==> config.mk <==
export PLATFORM = sky130hd
export DESIGN_NAME = enc_readout_latch
export DESIGN_NICKNAME = d
export VERILOG_FILES = /design/src/rtl/enc_rdo_pkg.sv /design/src/rtl/enc_rdo_strobe_sync.sv /design/src/rtl/enc_rdo_cmd_decode.sv /design/src/rtl/enc_rdo_reply_latch.sv /design/src/rtl/enc_rdo_bus_mux.sv /design/src/rtl/enc_readout_latch.sv
export SDC_FILE = /design/constraint.sdc
export NUM_CORES = 1
export LEC_CHECK = 0
export BUFFER_PORTS_ARGS = -buffer_cell sky130_fd_sc_hd__buf_2
export CELL_PAD_IN_SITES_DETAIL_PLACEMENT = 1
export CELL_PAD_IN_SITES_GLOBAL_PLACEMENT = 1
export CORE_UTILIZATION = 42
export CTS_CLUSTER_DIAMETER = 30
export CTS_CLUSTER_SIZE = 14
export DETAILED_ROUTE_END_ITERATION = 8
export PLACE_DENSITY_LB_ADDON = 0.12
export SETUP_SLACK_MARGIN = 0.2
export SLEW_MARGIN = 10
export SYNTH_ARGS = -nofsm -noshare
export SYNTH_HDL_FRONTEND = slang
export SYNTH_HIERARCHICAL = 1
export SYNTH_SLANG_ARGS = --single-unit
==> constraint.sdc <==
create_clock -name clk_i -period 1.45 [get_ports clk_i]
set_input_delay 0.29 -clock clk_i [delete_from_list [all_inputs] [get_ports clk_i]]
set_output_delay 0.29 -clock clk_i [all_outputs]
set_load 0.005 [all_outputs]
==> src/rtl/enc_rdo_pkg.sv <==
package enc_rdo_pkg;
  localparam int CMD_W = 3;
  localparam int BYTE_W = 8;

  typedef enum logic [CMD_W-1:0] {
    CMD_READ = 3'd0,
    CMD_B0   = 3'd1,
    CMD_B1   = 3'd2,
    CMD_B2   = 3'd3,
    CMD_B3   = 3'd4,
    CMD_B4   = 3'd5,
    CMD_STAT = 3'd6,
    CMD_CLR  = 3'd7
  } cmd_e;

  typedef struct packed {
    logic req;
    logic open_frm;
    logic close_frm;
    logic clr_err;
  } act_t;

  localparam int ST_BUSY = 0;
  localparam int ST_TMO  = 1;
  localparam int ST_FERR = 2;
  localparam int ST_NEW  = 3;
endpackage

==> src/rtl/enc_rdo_strobe_sync.sv <==
module enc_rdo_strobe_sync #(
  parameter int STAGES = 2
) (
  input  logic clk_i,
  input  logic rst_ni,
  input  logic strb_i,
  output logic level_o,
  output logic rise_o
);
  logic [STAGES-1:0] chain_q;
  logic              last_q;

  for (genvar g = 0; g < STAGES; g++) begin : g_stage
    if (g == 0) begin : g_first
      always_ff @(posedge clk_i or negedge rst_ni) begin
        if (!rst_ni) chain_q[0] <= 1'b0;
        else         chain_q[0] <= strb_i;
      end
    end else begin : g_next
      always_ff @(posedge clk_i or negedge rst_ni) begin
        if (!rst_ni) chain_q[g] <= 1'b0;
        else         chain_q[g] <= chain_q[g-1];
      end
    end
  end

  always_ff @(posedge clk_i or negedge rst_ni) begin
    if (!rst_ni) last_q <= 1'b0;
    else         last_q <= chain_q[STAGES-1];
  end

  assign level_o = chain_q[STAGES-1];
  assign rise_o  = chain_q[STAGES-1] & ~last_q;
endmodule

==> src/rtl/enc_rdo_cmd_decode.sv <==
module enc_rdo_cmd_decode
  import enc_rdo_pkg::*;
#(
  parameter int NBYTES = 5
) (
  input  logic             clk_i,
  input  logic             rst_ni,
  input  logic             rise_i,
  input  logic             level_i,
  input  logic [CMD_W-1:0] cmd_i,
  output act_t             act_o,
  output logic [CMD_W-1:0] cmd_q_o,
  output logic             drive_o
);
  localparam logic [CMD_W-1:0] CloseCode = CMD_W'(NBYTES);

  always_comb begin
    act_o = '0;
    if (rise_i) begin
      act_o.req       = (cmd_i == CMD_READ);
      act_o.open_frm  = (cmd_i == CMD_B0);
      act_o.close_frm = (cmd_i == CloseCode);
      act_o.clr_err   = (cmd_i == CMD_CLR);
    end
  end

  always_ff @(posedge clk_i or negedge rst_ni) begin
    if (!rst_ni) begin
      cmd_q_o <= '0;
      drive_o <= 1'b0;
    end else begin
      if (rise_i) cmd_q_o <= cmd_i;
      drive_o <= level_i;
    end
  end
endmodule

==> src/rtl/enc_rdo_reply_latch.sv <==
module enc_rdo_reply_latch #(
  parameter int NBYTES = 5,
  localparam int W = NBYTES * 8
) (
  input  logic         clk_i,
  input  logic         rst_ni,
  input  logic         rx_valid_i,
  input  logic [W-1:0] rx_data_i,
  input  logic         open_i,
  input  logic         close_i,
  output logic [W-1:0] latch_o,
  output logic         new_data_o,
  output logic         frame_open_o,
  output logic         upd_o
);
  logic [W-1:0] pend_q;
  logic         pend_v_q;
  logic         hold;

  // frozen for the whole frame, including the closing cycle
  assign hold  = frame_open_o;
  assign upd_o = ~hold & (rx_valid_i | pend_v_q);

  always_ff @(posedge clk_i or negedge rst_ni) begin
    if (!rst_ni) begin
      latch_o      <= '0;
      pend_q       <= '0;
      pend_v_q     <= 1'b0;
      frame_open_o <= 1'b0;
      new_data_o   <= 1'b0;
    end else begin
      if (upd_o) latch_o <= rx_valid_i ? rx_data_i : pend_q;

      if (rx_valid_i && hold) begin
        pend_q   <= rx_data_i;
        pend_v_q <= 1'b1;
      end else if (upd_o) begin
        pend_v_q <= 1'b0;
      end

      if (open_i)       frame_open_o <= 1'b1;
      else if (close_i) frame_open_o <= 1'b0;

      if (upd_o)        new_data_o <= 1'b1;
      else if (close_i) new_data_o <= 1'b0;
    end
  end
endmodule

==> src/rtl/enc_rdo_bus_mux.sv <==
module enc_rdo_bus_mux
  import enc_rdo_pkg::*;
#(
  parameter int NBYTES = 5,
  localparam int W = NBYTES * 8
) (
  input  logic [CMD_W-1:0]  cmd_q_i,
  input  logic              drive_i,
  input  logic [W-1:0]      latch_i,
  input  logic [BYTE_W-1:0] status_i,
  output logic [BYTE_W-1:0] data_o
);
  logic [BYTE_W-1:0] bytes [NBYTES];

  for (genvar g = 0; g < NBYTES; g++) begin : g_unpack
    assign bytes[g] = latch_i[g*BYTE_W +: BYTE_W];
  end

  always_comb begin
    data_o = '0;
    if (drive_i) begin
      if (cmd_q_i == CMD_STAT) data_o = status_i;
      for (int i = 0; i < NBYTES; i++) begin
        if (cmd_q_i == CMD_W'(i + 1)) data_o = bytes[i];
      end
    end
  end
endmodule

==> src/rtl/enc_readout_latch.sv <==
module enc_readout_latch
  import enc_rdo_pkg::*;
#(
  parameter int NBYTES      = 5,
  parameter int SYNC_STAGES = 2,
  localparam int W = NBYTES * 8
) (
  input  logic             clk_i,
  input  logic             rst_ni,
  input  logic             rx_valid_i,
  input  logic [W-1:0]     rx_data_i,
  input  logic             rx_busy_i,
  input  logic             rx_timeout_i,
  input  logic             rx_ferr_i,
  output logic             read_req_o,
  input  logic [CMD_W-1:0] cmd_i,
  input  logic             strb_i,
  output logic [7:0]       data_o,
  output logic             data_oe_o
);
  logic             strb_lvl, strb_rise;
  act_t             act;
  logic [CMD_W-1:0] cmd_q;
  logic [W-1:0]     latch_q;
  logic             new_data, frame_open, latch_upd;
  logic             tmo_q, ferr_q;
  logic [7:0]       status;

  enc_rdo_strobe_sync #(.STAGES(SYNC_STAGES)) u_sync (
    .clk_i, .rst_ni, .strb_i, .level_o(strb_lvl), .rise_o(strb_rise)
  );

  enc_rdo_cmd_decode #(.NBYTES(NBYTES)) u_dec (
    .clk_i, .rst_ni, .rise_i(strb_rise), .level_i(strb_lvl), .cmd_i,
    .act_o(act), .cmd_q_o(cmd_q), .drive_o(data_oe_o)
  );

  enc_rdo_reply_latch #(.NBYTES(NBYTES)) u_latch (
    .clk_i, .rst_ni, .rx_valid_i, .rx_data_i,
    .open_i(act.open_frm), .close_i(act.close_frm),
    .latch_o(latch_q), .new_data_o(new_data), .frame_open_o(frame_open),
    .upd_o(latch_upd)
  );

  always_ff @(posedge clk_i or negedge rst_ni) begin
    if (!rst_ni) begin
      tmo_q      <= 1'b0;
      ferr_q     <= 1'b0;
      read_req_o <= 1'b0;
    end else begin
      read_req_o <= act.req;
      // set wins over clear
      if (rx_timeout_i)     tmo_q <= 1'b1;
      else if (act.clr_err) tmo_q <= 1'b0;
      if (rx_ferr_i)        ferr_q <= 1'b1;
      else if (act.clr_err) ferr_q <= 1'b0;
    end
  end

  always_comb begin
    status          = '0;
    status[ST_BUSY] = rx_busy_i | read_req_o;
    status[ST_TMO]  = tmo_q;
    status[ST_FERR] = ferr_q;
    status[ST_NEW]  = new_data;
  end

  enc_rdo_bus_mux #(.NBYTES(NBYTES)) u_mux (
    .cmd_q_i(cmd_q), .drive_i(data_oe_o), .latch_i(latch_q),
    .status_i(status), .data_o
  );
endmodule

==> reports/qor.yml, run 1 <==
layout:
  antenna_cells_inserted: 0
  sequential_cell_area_mm2: 0.00233
  layout.cells.most_common_list: "dfrtp_1 (89), buf_2 (57), nor2_1 (50), mux2_4 (34), buf_4 (26)"
  drive_gt1_frac: 0.533
  postLayoutCellArea_mm2: 0.00640
  syn_to_final_growth_pct: 43.6
  num-nets-final: 526
  postLayoutCoreUtil: 0.620
  fill_cell_total_of_the_finished_layout: 1009
  multi_input_comb_area_mm2: 0.00259
  most_common_cell_after_layout_fill_and_taps_aside: "dfrtp_1"
setup_path:
  worst_setup_path_end_kind: "primary output"
  critical_path_arrival_ns: 1.74
  cp.required_ns: 1.16
  critical_path_peak_fanout: 6
  worst_setup_path_start_kind: "register"
  critical_path_class: "reg2out"
run_status:
  outcome: "finished with violations"
  violations: "negative setup slack"
clock_network:
  clk_path_buf_depth: 2
  tritoncts: "done"
  cts-buffers-inserted: 9
  clock_latency_ns: 0.36
  cts_root_buffer: "clkbuf_8"
  cts.sink_count: 93
  clk_pin_slew_worst_paths_ns: 0.09
  htree_num_levels: 3
floorplan:
  core_region_area_mm2: 0.0103
  ios: 60
  effective_utilization_at_floorplan: 0.432
  rows: 37
  dieArea_mm2: 0.0110
  dieWidth_um: 105
  chipHeight_um: 105
placed_design:
  placement.cell_area_mm2: 0.00507
  hpwl_um: 8640
  post_place_setup_slack_ns: -0.269
  numPortBuffers: 59
  place_congestion: 0.760
routing:
  drtIter0Drc: 143
  drtAntennaViolNets: 0
  drt-vias-per-instance: 5.98
  dr_pass1_iterations: 4
  routed_wire_length_per_instance_um: 25.2
  vias: 3684
  route.detailed.drc: 0
  totalWireLength_um: 15500
timing:
  grt_setup_unrepaired: "true"
  clock_skew_ns: 0.00594
  hold_viol_final: 0
  tns_ns: -4.47
  finalCritPeriodShare: 1.40
  drv_slew: 0
  total_setup_violations_reported_at_the_end_of_the_flow: 8
  max_freq_ghz: 0.491
  layout_min_cycle_time_ns: 2.03
  max_slew.worst_pin.slew_ns: 0.554
  timing.final.ws_setup_ns: -0.585
  maxSlewHeadroom: 0.630
pwr:
  p_leak_nw: 2.73
  pwr_density_cell_mw_per_mm2: 1680
  total_power_mw: 10.7
  ir_drop_mv: 0.844
global_routing:
  grt_first_pass_wirelength_um: 21700
  grtUsageTotal: 0.260
  grt_antenna_before_repair: 0
  globalRoute.totalOverflow: 0
  grt_pass1_vias: 3920
  largest_net_degree_at_the_start_of_global_routing: 94
yosys:
  number_of_synthesis_warnings: 6
  synthesis.area_mm2: 0.00446
  syn-mean-instance-area_um2: 11.7
  synthCells: 380
run:
  max_cap_violation_count: 0
worst_hold_path:
  min_path_type: "in2reg"
sequential cells by signal, summed over array words and instances (netlist names):
name	flops
u_latch/frame_open_o	1
u_latch/pend_v_q	1
u_dec/drive_o	1
u_sync/chain_q	1
u_latch/pend_q	40
u_dec/cmd_q_o	3
u_latch/latch_o	40
ferr_q	1
u_latch/new_data_o	1
u_sync/level_o	1
u_sync/last_q	1
read_req_o	1
tmo_q	1
final timing paths:
check	from	to	slack, ns	depth (start not counted)
max in group asynchronous	rst_ni	u_latch/pend_v_q	0.48	3
max reg2reg	u_latch/frame_open_o	u_latch/latch_o[20]	0.08	4
min in group asynchronous	rst_ni	u_latch/latch_o[31]	0.47	3
min reg2reg	u_sync/chain_q[0]	u_sync/level_o	0.36	0
min	strb_i	u_sync/chain_q[0]	0.02	1
max	u_dec/cmd_q_o[1]	data_o[4]	-0.58	4
layer usage:
layer  global-route usage  vias up  wire length, um
li1                     -     1642                -
met2                0.437       84             8120
met1                0.346     1935             6590
met3               0.0293       23              443
met4               0.0956        0              388
met5                    0        -                0
report_power, final:
group	internal [mW]	switching, mW
Clock	0.965	0.920
Sequential	3.49	1.13
Combinational	2.36	1.88
through the flow:
step	hold WS, ns	instances
6_report	0.0228	616
5_1_grt	0.00544	616
4_1_cts	0.00213	604
3_5_place_dp	0.336	576
3_3_place_gp	0.337	576
2_1_floorplan	-0.00559	383
what timing repair did:
action	CTS	global route
gates cloned	5	5
pin swaps	2	65
endpoints found under the setup margin	89	82
endpoints found under the hold margin	73	0
buffers inserted	7	7
hold buffers	1	0
resized for setup	63	93
worst max-delay path: stages (launching register included):
cell and delay [ns]:
dfrtp_2 0.48, mux2_4 0.31, a221o_1 0.29, and3_4 0.18, buf_6 0.11
layout make-up:
cell class	instances	area share
flip-flops and latches	93	0.365
multi-input cells	253	0.405
clock buffers	11	0.0205
inverters	3	0.00196
clock inverters	4	0.0115
repair buffers	116	0.170
well taps	136	0.0266
(Power assumes the default switching activity.)
==> run 2: changes to the inputs <==
ABC_AREA = 1   (was not set)
CORE_UTILIZATION = 38   (was 42)
REMOVE_ABC_BUFFERS = 1   (was not set)
==> run 2 against run 1 <==
The run ends with design-rule violations, negative setup slack left. Die area is 14% higher. Via count rose by 12%. Clock skew shrank 0.0011 ns. Critical path depth up 5. Combinational power down 51%. Setup slack improved by 0.030 ns. Power is 24% lower. Sequential share of layout area increased by 5.1 points. Critical path type unchanged.
==> reports/qor.yml, run 2 <==
run_status:
  outcome: "finished with violations"  # unchanged
  violations: "design-rule violations, negative setup slack"  # was negative setup slack
setup_path:
  critical_path_peak_fanout: 8  # was 6
  worst_setup_path_start_kind: "register"  # unchanged
  critical_path_arrival_ns: 1.71  # was 1.74 ns
  cp.required_ns: 1.16  # about the same
  worst_setup_path_end_kind: "primary output"  # unchanged
  critical_path_class: "reg2out"  # unchanged
yosys:
  yosysSeqAreaShare: 0.505
  yosysTopAreaCellShare: 0.505
  synth.most_common_cell: "nand2_1"
  synth_edf_count: 0
  netlist_top_cells_area: "dfrtp_1 (50%), nand2_1 (30%), nand3_1 (6.0%)"
  synth_largest_area_cell: "dfrtp_1"
  syn-mean-instance-area_um2: 7.25  # was 11.7 um^2
  synthFlopType: "dfrtp_1"
  post_synthesis_mux_area_share: 0
  share_of_the_synthesized_area_in_compound_gates_ao_oa_aoi_oai: 0.0318
  async_reset_ff_frac: 1.00
  post_synth_xor_area_fraction: 0
  synthCells: 636  # was 380
  synthesis.area_mm2: 0.00461  # was 0.00446 mm^2
  post_synth_and_or_nand_nor_area_fraction: 0.404
  number_of_synthesis_warnings: 6  # unchanged
  ys_seq_elements: 93
  synth_top_family_by_area: "simple AND/OR/NAND/NOR gates"
  yosys.cell_types.count: 26
  synth_adder_area_share: 0
  cell_types_with_the_highest_counts_after_synthesis: "nand2_1 (365), dfrtp_1 (93), nand3_1 (55), buf_2 (25)"
placed_design:
  placed_cells: 839  # was 576
  numPortBuffers: 59  # unchanged
  hpwl_um: 9220  # was 8640 um
  place_congestion: 0.825  # was 0.760
timing:
  timing.final.ws_setup_ns: -0.555  # was -0.585 ns
  clock_skew_ns: 0.00483  # was 0.00594 ns
  total_setup_violations_reported_at_the_end_of_the_flow: 8  # unchanged
  finalCritPeriodShare: 1.38  # was 1.40
  max_freq_ghz: 0.499  # was 0.491 GHz
  grt_setup_unrepaired: "true"  # unchanged
  hold_viol_final: 0  # unchanged
  drv_slew: 0  # unchanged
  layout_min_cycle_time_ns: 2.00  # was 2.03 ns
floorplan:
  chipHeight_um: 112  # was 105 um
  dieArea_mm2: 0.0126  # was 0.0110 mm^2
  core_region_area_mm2: 0.0116  # was 0.0103 mm^2
  rows: 39  # was 37
  ios: 60  # unchanged
  dieWidth_um: 112  # was 105 um
  effective_utilization_at_floorplan: 0.397  # was 0.432
routing:
  drt-vias-per-instance: 4.82  # was 5.98
  wire_length_on_met1_um: 6140  # was 6590 um
  vias: 4132  # was 3684
  met2_length_um: 5830  # was 8120 um
  dr_pass1_iterations: 6  # was 4
  top_signal_layer_used: "met4"  # unchanged
  route.detailed.drc: 3  # was 0
  routed_wire_length_per_instance_um: 14.5  # was 25.2 um
  totalWireLength_um: 12400  # was 15500 um
  drtIter0Drc: 127  # was 143
  drtAntennaViolNets: 0  # unchanged
  met3_length_um: 281  # was 443 um
pwr:
  pwr_density_cell_mw_per_mm2: 1450  # was 1680 mW/mm^2
  p_leak_nw: 3.15  # was 2.73 nW
  total_power_mw: 8.15  # was 10.7 mW
  ir_drop_mv: 0.582  # was 0.844 mV
clock_network:
  clk_pin_slew_worst_paths_ns: 0.06  # was 0.09 ns
  cts-buffers-inserted: 9  # unchanged
  clock_latency_ns: 0.35  # was 0.36 ns
  cts.sink_count: 93  # unchanged
  tritoncts: "done"  # unchanged
  clk_path_buf_depth: 2  # unchanged
  cts_root_buffer: "clkbuf_16"  # was clkbuf_8
  htree_num_levels: 3  # unchanged
layout:
  num-nets-final: 761  # was 526
  drive_gt1_frac: 0.187  # was 0.533
  most_common_cell_after_layout_fill_and_taps_aside: "nand2_1"  # was dfrtp_1
  layout.cells.most_common_list: "nand2_1 (361), dfrtp_1 (89), buf_2 (57), nand3_1 (54), buf_4 (24)"  # was dfrtp_1 (89), buf_2 (57), nor2_1 (50), mux2_4 (34), buf_4 (26)
  largest_registers: "u_latch/latch_o (40), u_latch/pend_q (40), u_dec/cmd_q_o (3)"  # unchanged
  syn_to_final_growth_pct: 21.7  # was 43.6%
  antenna_cells_inserted: 0  # unchanged
  finalNonFillerCells: 858  # was 616
global_routing:
  grtUsageTotal: 0.218  # was 0.260
  grt_antenna_before_repair: 0  # unchanged
  largest_net_degree_at_the_start_of_global_routing: 41  # was 94
  grt_pass1_vias: 4307  # was 3920
  grt_first_pass_wirelength_um: 21400  # was 21700 um
  globalRoute.totalOverflow: 0  # unchanged
worst_hold_path:
  min_path_type: "in2reg"  # unchanged
run:
  max_cap_violation_count: 0  # unchanged
[run 2: cell types whose count changed in the layout (fill, tap and decap cells not counted), sizes merged, moves of 9 or more]
cell / before / now
o22ai: 41 / 0
o32ai: 38 / 0
buf: 110 / 91
inv: 2 / 28
mux2: 46 / 0
nand2: 6 / 365
nor2: 52 / 27
nor2b: 9 / 0
nand3: 0 / 56
[run 2: cell families (layout without fill, tap and decap cells)]
family	count (synthesis)	after routing
simple gates	458	458
buf+inv	59	135
compound gates	25	25
flops	93	93
other cells	1	4
[run 2: worst paths after layout]
path                                           start            endpoint  slack, ns  cells past startpoint
worst min-delay path                          strb_i   u_sync/chain_q[0]       0.05                      1
worst max-delay path                u_dec/cmd_q_o[2]           data_o[6]      -0.55                      9
min in group asynchronous                     rst_ni   u_latch/pend_q[6]       0.43                      2
worst max register to register  u_latch/frame_open_o  u_latch/new_data_o       0.31                      4
worst min register to register     u_sync/chain_q[0]      u_sync/level_o       0.37                      0
max in group asynchronous                     rst_ni       u_dec/drive_o       0.51                      3
[run 2: metrics by stage]
step	util	hold WS (ns)	setup TNS [ns]	setup slack [ns]	area [um^2]
after floorplan	-	-0.00559	-43.93	-0.618	4460
after global placement	0.451	0.243	-1.60	-0.221	5240
after detailed placement	0.451	0.247	-2.02	-0.283	5240
after CTS	0.479	0.0334	-4.50	-0.581	5570
after global routing	0.483	0.0486	-5.08	-0.664	5610
final	0.483	0.0470	-4.29	-0.555	5610
[run 2: final cells by class]
class                      count  area [um^2]
multi-input combinational    487         2060
sequential                    93         2330
timing repair buffer          92          649
clock buffer                  14          274
clock inverter                 1         5.00
inverter                      28          115
fill                        1497         6000
tap                          143          179
[run 2: metal layers]
metal  up-vias  global-route usage
met1      1971               0.294
li1       2099                   -
met3        12              0.0292
met2        50               0.361
met4         0              0.0773
met5         -                   0
[run 2: timing repair]
action,4_1_cts,5_1_grt
setup endpoints to repair,9,11
hold buffers,1,0
setup buffers,0,3
gates cloned,0,0
pin swaps,2,1
endpoints found under the hold margin,23,0
gates resized for setup,13,8
[run 2: worst max-delay path, stage by stage (launching register included)]
cell and delay, ns:
dfrtp_2 0.46, buf_12 0.16, nor2_4 0.11, inv_4 0.07, or2_0 0.19, nand2_1 0.07, nand3_1 0.06, nand2_1 0.08
inv_1 0.04, buf_2 0.12
[run 2: where the power goes]
part | internal, mW | leakage [nW] | total (mW) | switching, mW
clock | 1.29 | 0.139 | 2.25 | 0.961
sequential | 3.34 | 1.14 | 3.82 | 0.474
combinational | 0.813 | 1.87 | 2.08 | 1.27
